## config.mk

```make
export PLATFORM = sky130hd
export DESIGN_NAME = wdk_top
export DESIGN_NICKNAME = d
export VERILOG_FILES = /design/src/rtl/wdk_pkg.sv /design/src/rtl/wdk_timer.sv /design/src/rtl/wdk_rstctl.sv /design/src/rtl/wdk_pulse.sv /design/src/rtl/wdk_top.sv
export SDC_FILE = /design/constraint.sdc
export NUM_CORES = 1
export LEC_CHECK = 0
export ABC_AREA = 0
export ABC_CLOCK_PERIOD_IN_PS = 1700
export BUFFER_PORTS_ARGS = -buffer_cell sky130_fd_sc_hd__buf_2
export CAP_MARGIN = 20
export CORE_MARGIN = 1.5
export CORE_UTILIZATION = 45
export CTS_BUF_LIST = sky130_fd_sc_hd__clkbuf_8
export DETAILED_ROUTE_END_ITERATION = 8
export GPL_TIMING_DRIVEN = 0
export PLACE_DENSITY_LB_ADDON = 0.12
export SLEW_MARGIN = 20
export SYNTH_ARGS = -nofsm -noshare
export SYNTH_HDL_FRONTEND = slang
export SYNTH_SLANG_ARGS = --single-unit
```

## constraint.sdc

```tcl
create_clock -name clk -period 1.7 [get_ports clk]
set_input_delay 0.34 -clock clk [delete_from_list [all_inputs] [get_ports clk]]
set_output_delay 0.34 -clock clk [all_outputs]
set_load 0.1 [all_outputs]
```

## src/rtl/wdk_pkg.sv

```systemverilog
package wdk_pkg;
  localparam int CNT_W     = 8;
  localparam int PULSE_LEN = 512;
  localparam int ADDR_W    = 2;

  localparam logic [ADDR_W-1:0] OFS_CTRL = 2'd0;
  localparam logic [ADDR_W-1:0] OFS_CNT  = 2'd1;
  localparam logic [ADDR_W-1:0] OFS_RSW  = 2'd2;
  localparam logic [ADDR_W-1:0] OFS_RSR  = 2'd3;

  localparam logic [7:0] KEY_CLR  = 8'hA5;
  localparam logic [7:0] KEY_LOAD = 8'h5A;

  localparam int BIT_FLAG = 7;
  localparam int BIT_MODE = 6;
  localparam int BIT_EN   = 5;
  localparam int BIT_RSEN = 6;
  localparam int BIT_RSEL = 5;
endpackage

```

## src/rtl/wdk_timer.sv

```systemverilog
module wdk_timer #(
  parameter int CNT_W = wdk_pkg::CNT_W
) (
  input  logic             clk,
  input  logic             rst,
  input  logic             hold_i,
  input  logic             tick_i,
  input  logic             ctrl_we_i,
  input  logic [7:0]       ctrl_din_i,
  input  logic             cnt_we_i,
  input  logic [CNT_W-1:0] cnt_din_i,
  output logic             mode_o,
  output logic             en_o,
  output logic [CNT_W-1:0] cnt_o,
  output logic             ovf_evt_o
);
  import wdk_pkg::*;

  logic             mode_q, en_q;
  logic [CNT_W-1:0] cnt_q;
  logic             inc;

  assign inc       = en_q & tick_i & ~cnt_we_i & ~hold_i;
  assign ovf_evt_o = inc & mode_q & (cnt_q == {CNT_W{1'b1}});
  assign mode_o    = mode_q;
  assign en_o      = en_q;
  assign cnt_o     = cnt_q;

  always_ff @(posedge clk) begin
    if (rst || hold_i) begin
      mode_q <= 1'b0;
      en_q   <= 1'b0;
      cnt_q  <= '0;
    end else begin
      if (ctrl_we_i) begin
        mode_q <= ctrl_din_i[BIT_MODE];
        en_q   <= ctrl_din_i[BIT_EN];
      end
      if (cnt_we_i)
        cnt_q <= cnt_din_i;
      else if (inc)
        cnt_q <= cnt_q + 1'b1;
    end
  end

  AST_CNT_INC: assert property (@(posedge clk) disable iff (rst)
    (!hold_i && !cnt_we_i && en_q && tick_i) |=> (cnt_q == $past(cnt_q) + 1'b1));
  AST_CNT_HOLD: assert property (@(posedge clk) disable iff (rst)
    (!hold_i && !cnt_we_i && !en_q) |=> $stable(cnt_q));
  AST_HELD_IDLE: assert property (@(posedge clk) disable iff (rst)
    hold_i |=> (cnt_q == '0 && !mode_q && !en_q));
endmodule

```

## src/rtl/wdk_rstctl.sv

```systemverilog
module wdk_rstctl (
  input  logic        clk,
  input  logic        rst,
  input  logic        word_we_i,
  input  logic [15:0] din_i,
  input  logic        ovf_evt_i,
  output logic        flag_o,
  output logic        rsen_o,
  output logic        rsel_o
);
  import wdk_pkg::*;

  logic flag_q, rsen_q, rsel_q;
  logic key_clr, key_load;

  assign key_clr  = word_we_i && din_i[15:8] == KEY_CLR && din_i[7:0] == 8'h00;
  assign key_load = word_we_i && din_i[15:8] == KEY_LOAD;

  always_ff @(posedge clk) begin
    if (rst) begin
      flag_q <= 1'b0;
      rsen_q <= 1'b0;
      rsel_q <= 1'b0;
    end else begin
      if (ovf_evt_i)     flag_q <= 1'b1;
      else if (key_clr)  flag_q <= 1'b0;
      if (key_load) begin
        rsen_q <= din_i[BIT_RSEN];
        rsel_q <= din_i[BIT_RSEL];
      end
    end
  end

  assign flag_o = flag_q;
  assign rsen_o = rsen_q;
  assign rsel_o = rsel_q;

  AST_FLAG_SET: assert property (@(posedge clk) disable iff (rst)
    ovf_evt_i |=> flag_q);
  AST_BAD_KEY: assert property (@(posedge clk) disable iff (rst)
    (!ovf_evt_i && !key_clr && !key_load) |=> ($stable(flag_q) && $stable(rsen_q) && $stable(rsel_q)));
  AST_LOAD_KEEPS_FLAG: assert property (@(posedge clk) disable iff (rst)
    (key_load && !ovf_evt_i) |=> $stable(flag_q));
  AST_RST_FLAG: assert property (@(posedge clk) disable iff (rst)
    $past(rst) |-> !flag_q);
endmodule

```

## src/rtl/wdk_pulse.sv

```systemverilog
module wdk_pulse #(
  parameter int PULSE_LEN = wdk_pkg::PULSE_LEN
) (
  input  logic clk,
  input  logic rst,
  input  logic start_i,
  output logic active_o
);
  localparam int REM_W = (PULSE_LEN > 1) ? $clog2(PULSE_LEN) : 1;

  logic             active_q;
  logic [REM_W-1:0] rem_q;

  always_ff @(posedge clk) begin
    if (rst) begin
      active_q <= 1'b0;
      rem_q    <= '0;
    end else if (active_q) begin
      if (rem_q == '0) active_q <= 1'b0;
      else             rem_q    <= rem_q - 1'b1;
    end else if (start_i) begin
      active_q <= 1'b1;
      rem_q    <= REM_W'(PULSE_LEN - 1);
    end
  end

  assign active_o = active_q;

  AST_PULSE_START: assert property (@(posedge clk) disable iff (rst)
    (start_i && !active_q) |=> active_q);
  AST_PULSE_RST: assert property (@(posedge clk) disable iff (rst)
    $past(rst) |-> !active_q);
endmodule

```

## src/rtl/wdk_top.sv

```systemverilog
module wdk_top #(
  parameter int CNT_W     = wdk_pkg::CNT_W,
  parameter int PULSE_LEN = wdk_pkg::PULSE_LEN,
  parameter int ADDR_W    = wdk_pkg::ADDR_W
) (
  input  logic              clk,
  input  logic              rst,
  input  logic              tick_i,
  input  logic              wr_en_i,
  input  logic              wr_word_i,
  input  logic [ADDR_W-1:0] wr_addr_i,
  input  logic [15:0]       wr_data_i,
  input  logic [ADDR_W-1:0] rd_addr_i,
  output logic [7:0]        rd_data_o,
  output logic              wdt_rst_o
);
  import wdk_pkg::*;

  logic             ctrl_we, cnt_we, rsw_we;
  logic             mode, en, ovf_evt, hold;
  logic [CNT_W-1:0] cnt;
  logic             flag, rsen, rsel;
  logic [7:0]       rd_mux;

  assign ctrl_we = wr_en_i && !wr_word_i && wr_addr_i == OFS_CTRL;
  assign cnt_we  = wr_en_i && !wr_word_i && wr_addr_i == OFS_CNT;
  assign rsw_we  = wr_en_i &&  wr_word_i && wr_addr_i == OFS_RSW;

  wdk_timer #(.CNT_W(CNT_W)) u_timer (
    .clk(clk), .rst(rst), .hold_i(hold), .tick_i(tick_i),
    .ctrl_we_i(ctrl_we), .ctrl_din_i(wr_data_i[7:0]),
    .cnt_we_i(cnt_we), .cnt_din_i(wr_data_i[CNT_W-1:0]),
    .mode_o(mode), .en_o(en), .cnt_o(cnt), .ovf_evt_o(ovf_evt)
  );

  wdk_rstctl u_rstctl (
    .clk(clk), .rst(rst), .word_we_i(rsw_we), .din_i(wr_data_i),
    .ovf_evt_i(ovf_evt), .flag_o(flag), .rsen_o(rsen), .rsel_o(rsel)
  );

  wdk_pulse #(.PULSE_LEN(PULSE_LEN)) u_pulse (
    .clk(clk), .rst(rst), .start_i(ovf_evt & rsen), .active_o(hold)
  );

  assign wdt_rst_o = hold;

  always_comb begin
    rd_mux = 8'h00;
    case (rd_addr_i)
      OFS_CTRL: begin
        rd_mux[BIT_MODE] = mode;
        rd_mux[BIT_EN]   = en;
      end
      OFS_CNT: rd_mux = 8'(cnt);
      OFS_RSR: begin
        rd_mux[BIT_FLAG] = flag;
        rd_mux[BIT_RSEN] = rsen;
        rd_mux[BIT_RSEL] = rsel;
      end
      default: rd_mux = 8'h00;
    endcase
  end

  always_ff @(posedge clk) begin
    if (rst) rd_data_o <= 8'h00;
    else     rd_data_o <= rd_mux;
  end

  AST_NO_PULSE_DISARMED: assert property (@(posedge clk) disable iff (rst)
    (!rsen && !hold) |=> !hold);
endmodule

```

==> flow_summary.yaml <==
clocking:
  clock_path_buffers: 2
  cts.reportedPaths.clkPinSlew_ns: 0.06
  insertion_delay_ns: 0.28
  clock_sinks: 31
  cts_buffers: 5
  cts_tree: "built"
  htree_levels: 2
  ctsRootBufferMaster: "clkbuf_8"
  hold_buffers: 0
floorplanning:
  core_area_um2: 3080
  io_pins: 34
  die_width_um: 60.2
  die-area_um2: 3620
  start_util: 0.478
  core.rowCount: 20
  fp.dieH_um: 60.2
timing:
  skew_ns: 0.00553
  tns_ns: 0
  worst_pin_slew_ns: 0.486
  fmax_ghz: 0.614
  hold_viol_final: 0
  finalSetupViolCount: 0
  slew_violations: 0
  finalCritPeriodShare: 0.958
  fin_crit_ns: 1.63
  relSlewSlack: 0.678
run_status:
  status: "finished, final reports clean"
detailed_routing:
  drc: 0
  topRoutingLayerUsed: "met4"
  wl_met2_um: 1470
  drt_iter0_markers: 58
  first_pass_iters: 4
  wl_per_cell_um: 13.2
  ant_nets: 0
  via_per_inst: 5.26
  drt_wl_total_um: 3290
  wl_met1_um: 1610
  vias: 1310
  wl_met3_um: 171
global_route:
  grt_pass1_vias: 1191
  antenna_found_initial: 0
  grt_usage: 0.206
  grt_overflow: 0
  grt_max_degree: 11
  grt_pass1_wl_um: 5470
min_path:
  hp-class: "in2reg"
  hp-start: "rd_addr_i[0]"
  hold_path_depth: 3
  hold_end: "rd_data_o[5]"
logic_synthesis:
  synthCells: 161
  syn_nets: 188
  synth-simple-area-share: 0.284
  async_flop_share: 0
  synth.yosys.seq_area_share: 0.422
  avgSynthCellArea_um2: 9.13
  synth-main-ff-cell: "dfxtp_1"
  synth_mux_area_frac: 0.0485
  synth_warnings: 0
  yosysUniqueCellTypes: 43
  synth_edf_count: 0
  synth_compound_area_frac: 0.152
  synth_fa_ha_area_frac: 0.0170
  synth_xor_area_frac: 0.0477
  mappedNetlistArea_um2: 1470
  synth_top_family_by_area: "simple AND/OR/NAND/NOR gates"
  synth_seq_cells: 31
pwr:
  p_leak_nw: 0.795
  cellPowerDensity_nw_per_um2: 769
  power_mw: 1.45
  peakVddDrop_mv: 0.417
cells_and_area:
  synthToLayoutAreaGrowth_pct: 28.3
  drive_gt1_frac: 0.302
  final_cell_count_no_fill: 249
  nNetsFinal: 231
  diodes: 0
  fin_area_um2: 1890
  final_core_util: 0.613
  fillers: 286
setup_path:
  worstSetupPathType: "reg2reg"
  cp_max_fo: 5
  required_ns: 1.88
  r2r_setup_slack_ns: 0.07
  r2r-start: "u_pulse.rem_q[1]"
  crit_start: "u_pulse.rem_q[1]"
  cp.arrival_ns: 1.81
  end_kind: "flop"
  reg2reg_depth: 8
  start_kind: "flop"
  r2r_end: "u_pulse.rem_q[7]"
placement:
  io_buffers: 32
  hpwl_um: 2470
  gp_congestion: 0.775
  dp.cells: 237
  place_area_um2: 1690
job:
  maxCapViolCount: 0
## cell usage in the layout (no fill, tap or decap), drive strengths merged, types with 3 or more instances in the layout
| cell type | n |
|---|---|
| a311oi | 3 |
| inv | 4 |
| nor3 | 4 |
| nand3 | 3 |
| xor2 | 6 |
| buf | 39 |
| a211oi | 11 |
| nand4 | 5 |
| nand2 | 9 |
| nor2 | 26 |
| dfxtp | 31 |
| and2 | 5 |
| mux2i | 6 |
| nor4bb | 3 |
| nand2b | 3 |
| a21oi | 6 |
| clkbuf | 11 |
## cell families after synthesis
| family | count (synthesis) |
|---|---|
| buffers and inverters | 10 |
| multiplexers | 7 |
| XOR/XNOR | 8 |
| flip-flops | 31 |
| adder cells (fa/ha/maj) | 2 |
| AO/OA/AOI/OAI | 30 |
| AND/OR/NAND/NOR | 73 |
## routing by layer
layer	vias up	global-route usage
met1	598	0.284
met5	-	0
met2	35	0.298
li1	672	-
met4	0	0.0762
met3	5	0.0671
## sequential cells by signal, summed over array words and instances, names as in the netlist
name / flops
u_pulse.rem_q: 9
rd_data_o: 8
u_timer.cnt_o: 8
u_pulse.active_o: 1
u_rstctl.flag_o: 1
u_rstctl.rsel_o: 1
u_rstctl.rsen_o: 1
u_timer.en_o: 1
u_timer.mode_o: 1
## final cells by class
class,count,area [um^2],share of cell area
inverters,3,11.3,0.00597
repair buffers,36,194,0.103
clock buffers,7,96.3,0.0511
plain buffers,7,30.0,0.0159
well taps,44,55.1,0.0292
flip-flops and latches,31,634,0.336
clock inverters,1,3.75,0.00199
multi-input cells,120,861,0.457
## worst max path at each step
stage	endpoint	cells after the start
5_1_grt	u_pulse.rem_q[7]	6
2_1_floorplan	u_pulse.rem_q[7]	5
6_report	u_pulse.rem_q[7]	8
4_1_cts	u_pulse.rem_q[7]	8
3_3_place_gp	u_pulse.rem_q[7]	7
3_5_place_dp	u_pulse.rem_q[7]	7
## timing repair
| item | 4_1_cts | 5_1_grt |
|---|---|---|
| resized for setup | 1 | 15 |
| pin swaps | 2 | 5 |
| setup endpoints to repair | 9 | 8 |
| setup buffers | 1 | 3 |
## Yosys cell counts (4+ instances only)
cell | number | area [um^2]
dfxtp_1 | 31 | 621
nor2_1 | 25 | 93.8
a211oi_1 | 10 | 75.1
nand2_1 | 9 | 33.8
a21oi_1 | 6 | 30.0
mux2i_1 | 6 | 60.1
xor2_1 | 6 | 52.6
and2_1 | 5 | 31.3
clkbuf_1 | 4 | 15.0
nand4_1 | 4 | 25.0
nor3_1 | 4 | 20.0
## where the power goes
part / leakage (nW) / internal, mW / total [mW] / switching (mW)
clock network: 0.0557 / 0.362 / 0.607 / 0.245
logic: 0.485 / 0.0432 / 0.0997 / 0.0565
registers: 0.254 / 0.733 / 0.743 / 0.0103
## stage by stage
step | setup WS [ns] | hold WS [ns]
global placement | -0.0987 | 0.470
CTS | 0.00425 | 0.337
detailed placement | -0.183 | 0.470
floorplan | 0.133 | 0.453
finish | 0.0710 | 0.345
global route | -0.00234 | 0.356
## critical path, cell delays in order (launching register included)
cell,delay [ns]
dfxtp_2,0.34
inv_2,0.07
ha_4,0.14
nor4b_4,0.27
a21boi_2,0.12
buf_6,0.15
o31ai_1,0.06
a21oi_1,0.10
a311oi_1,0.28
Power figures use the tool's default switching activity.
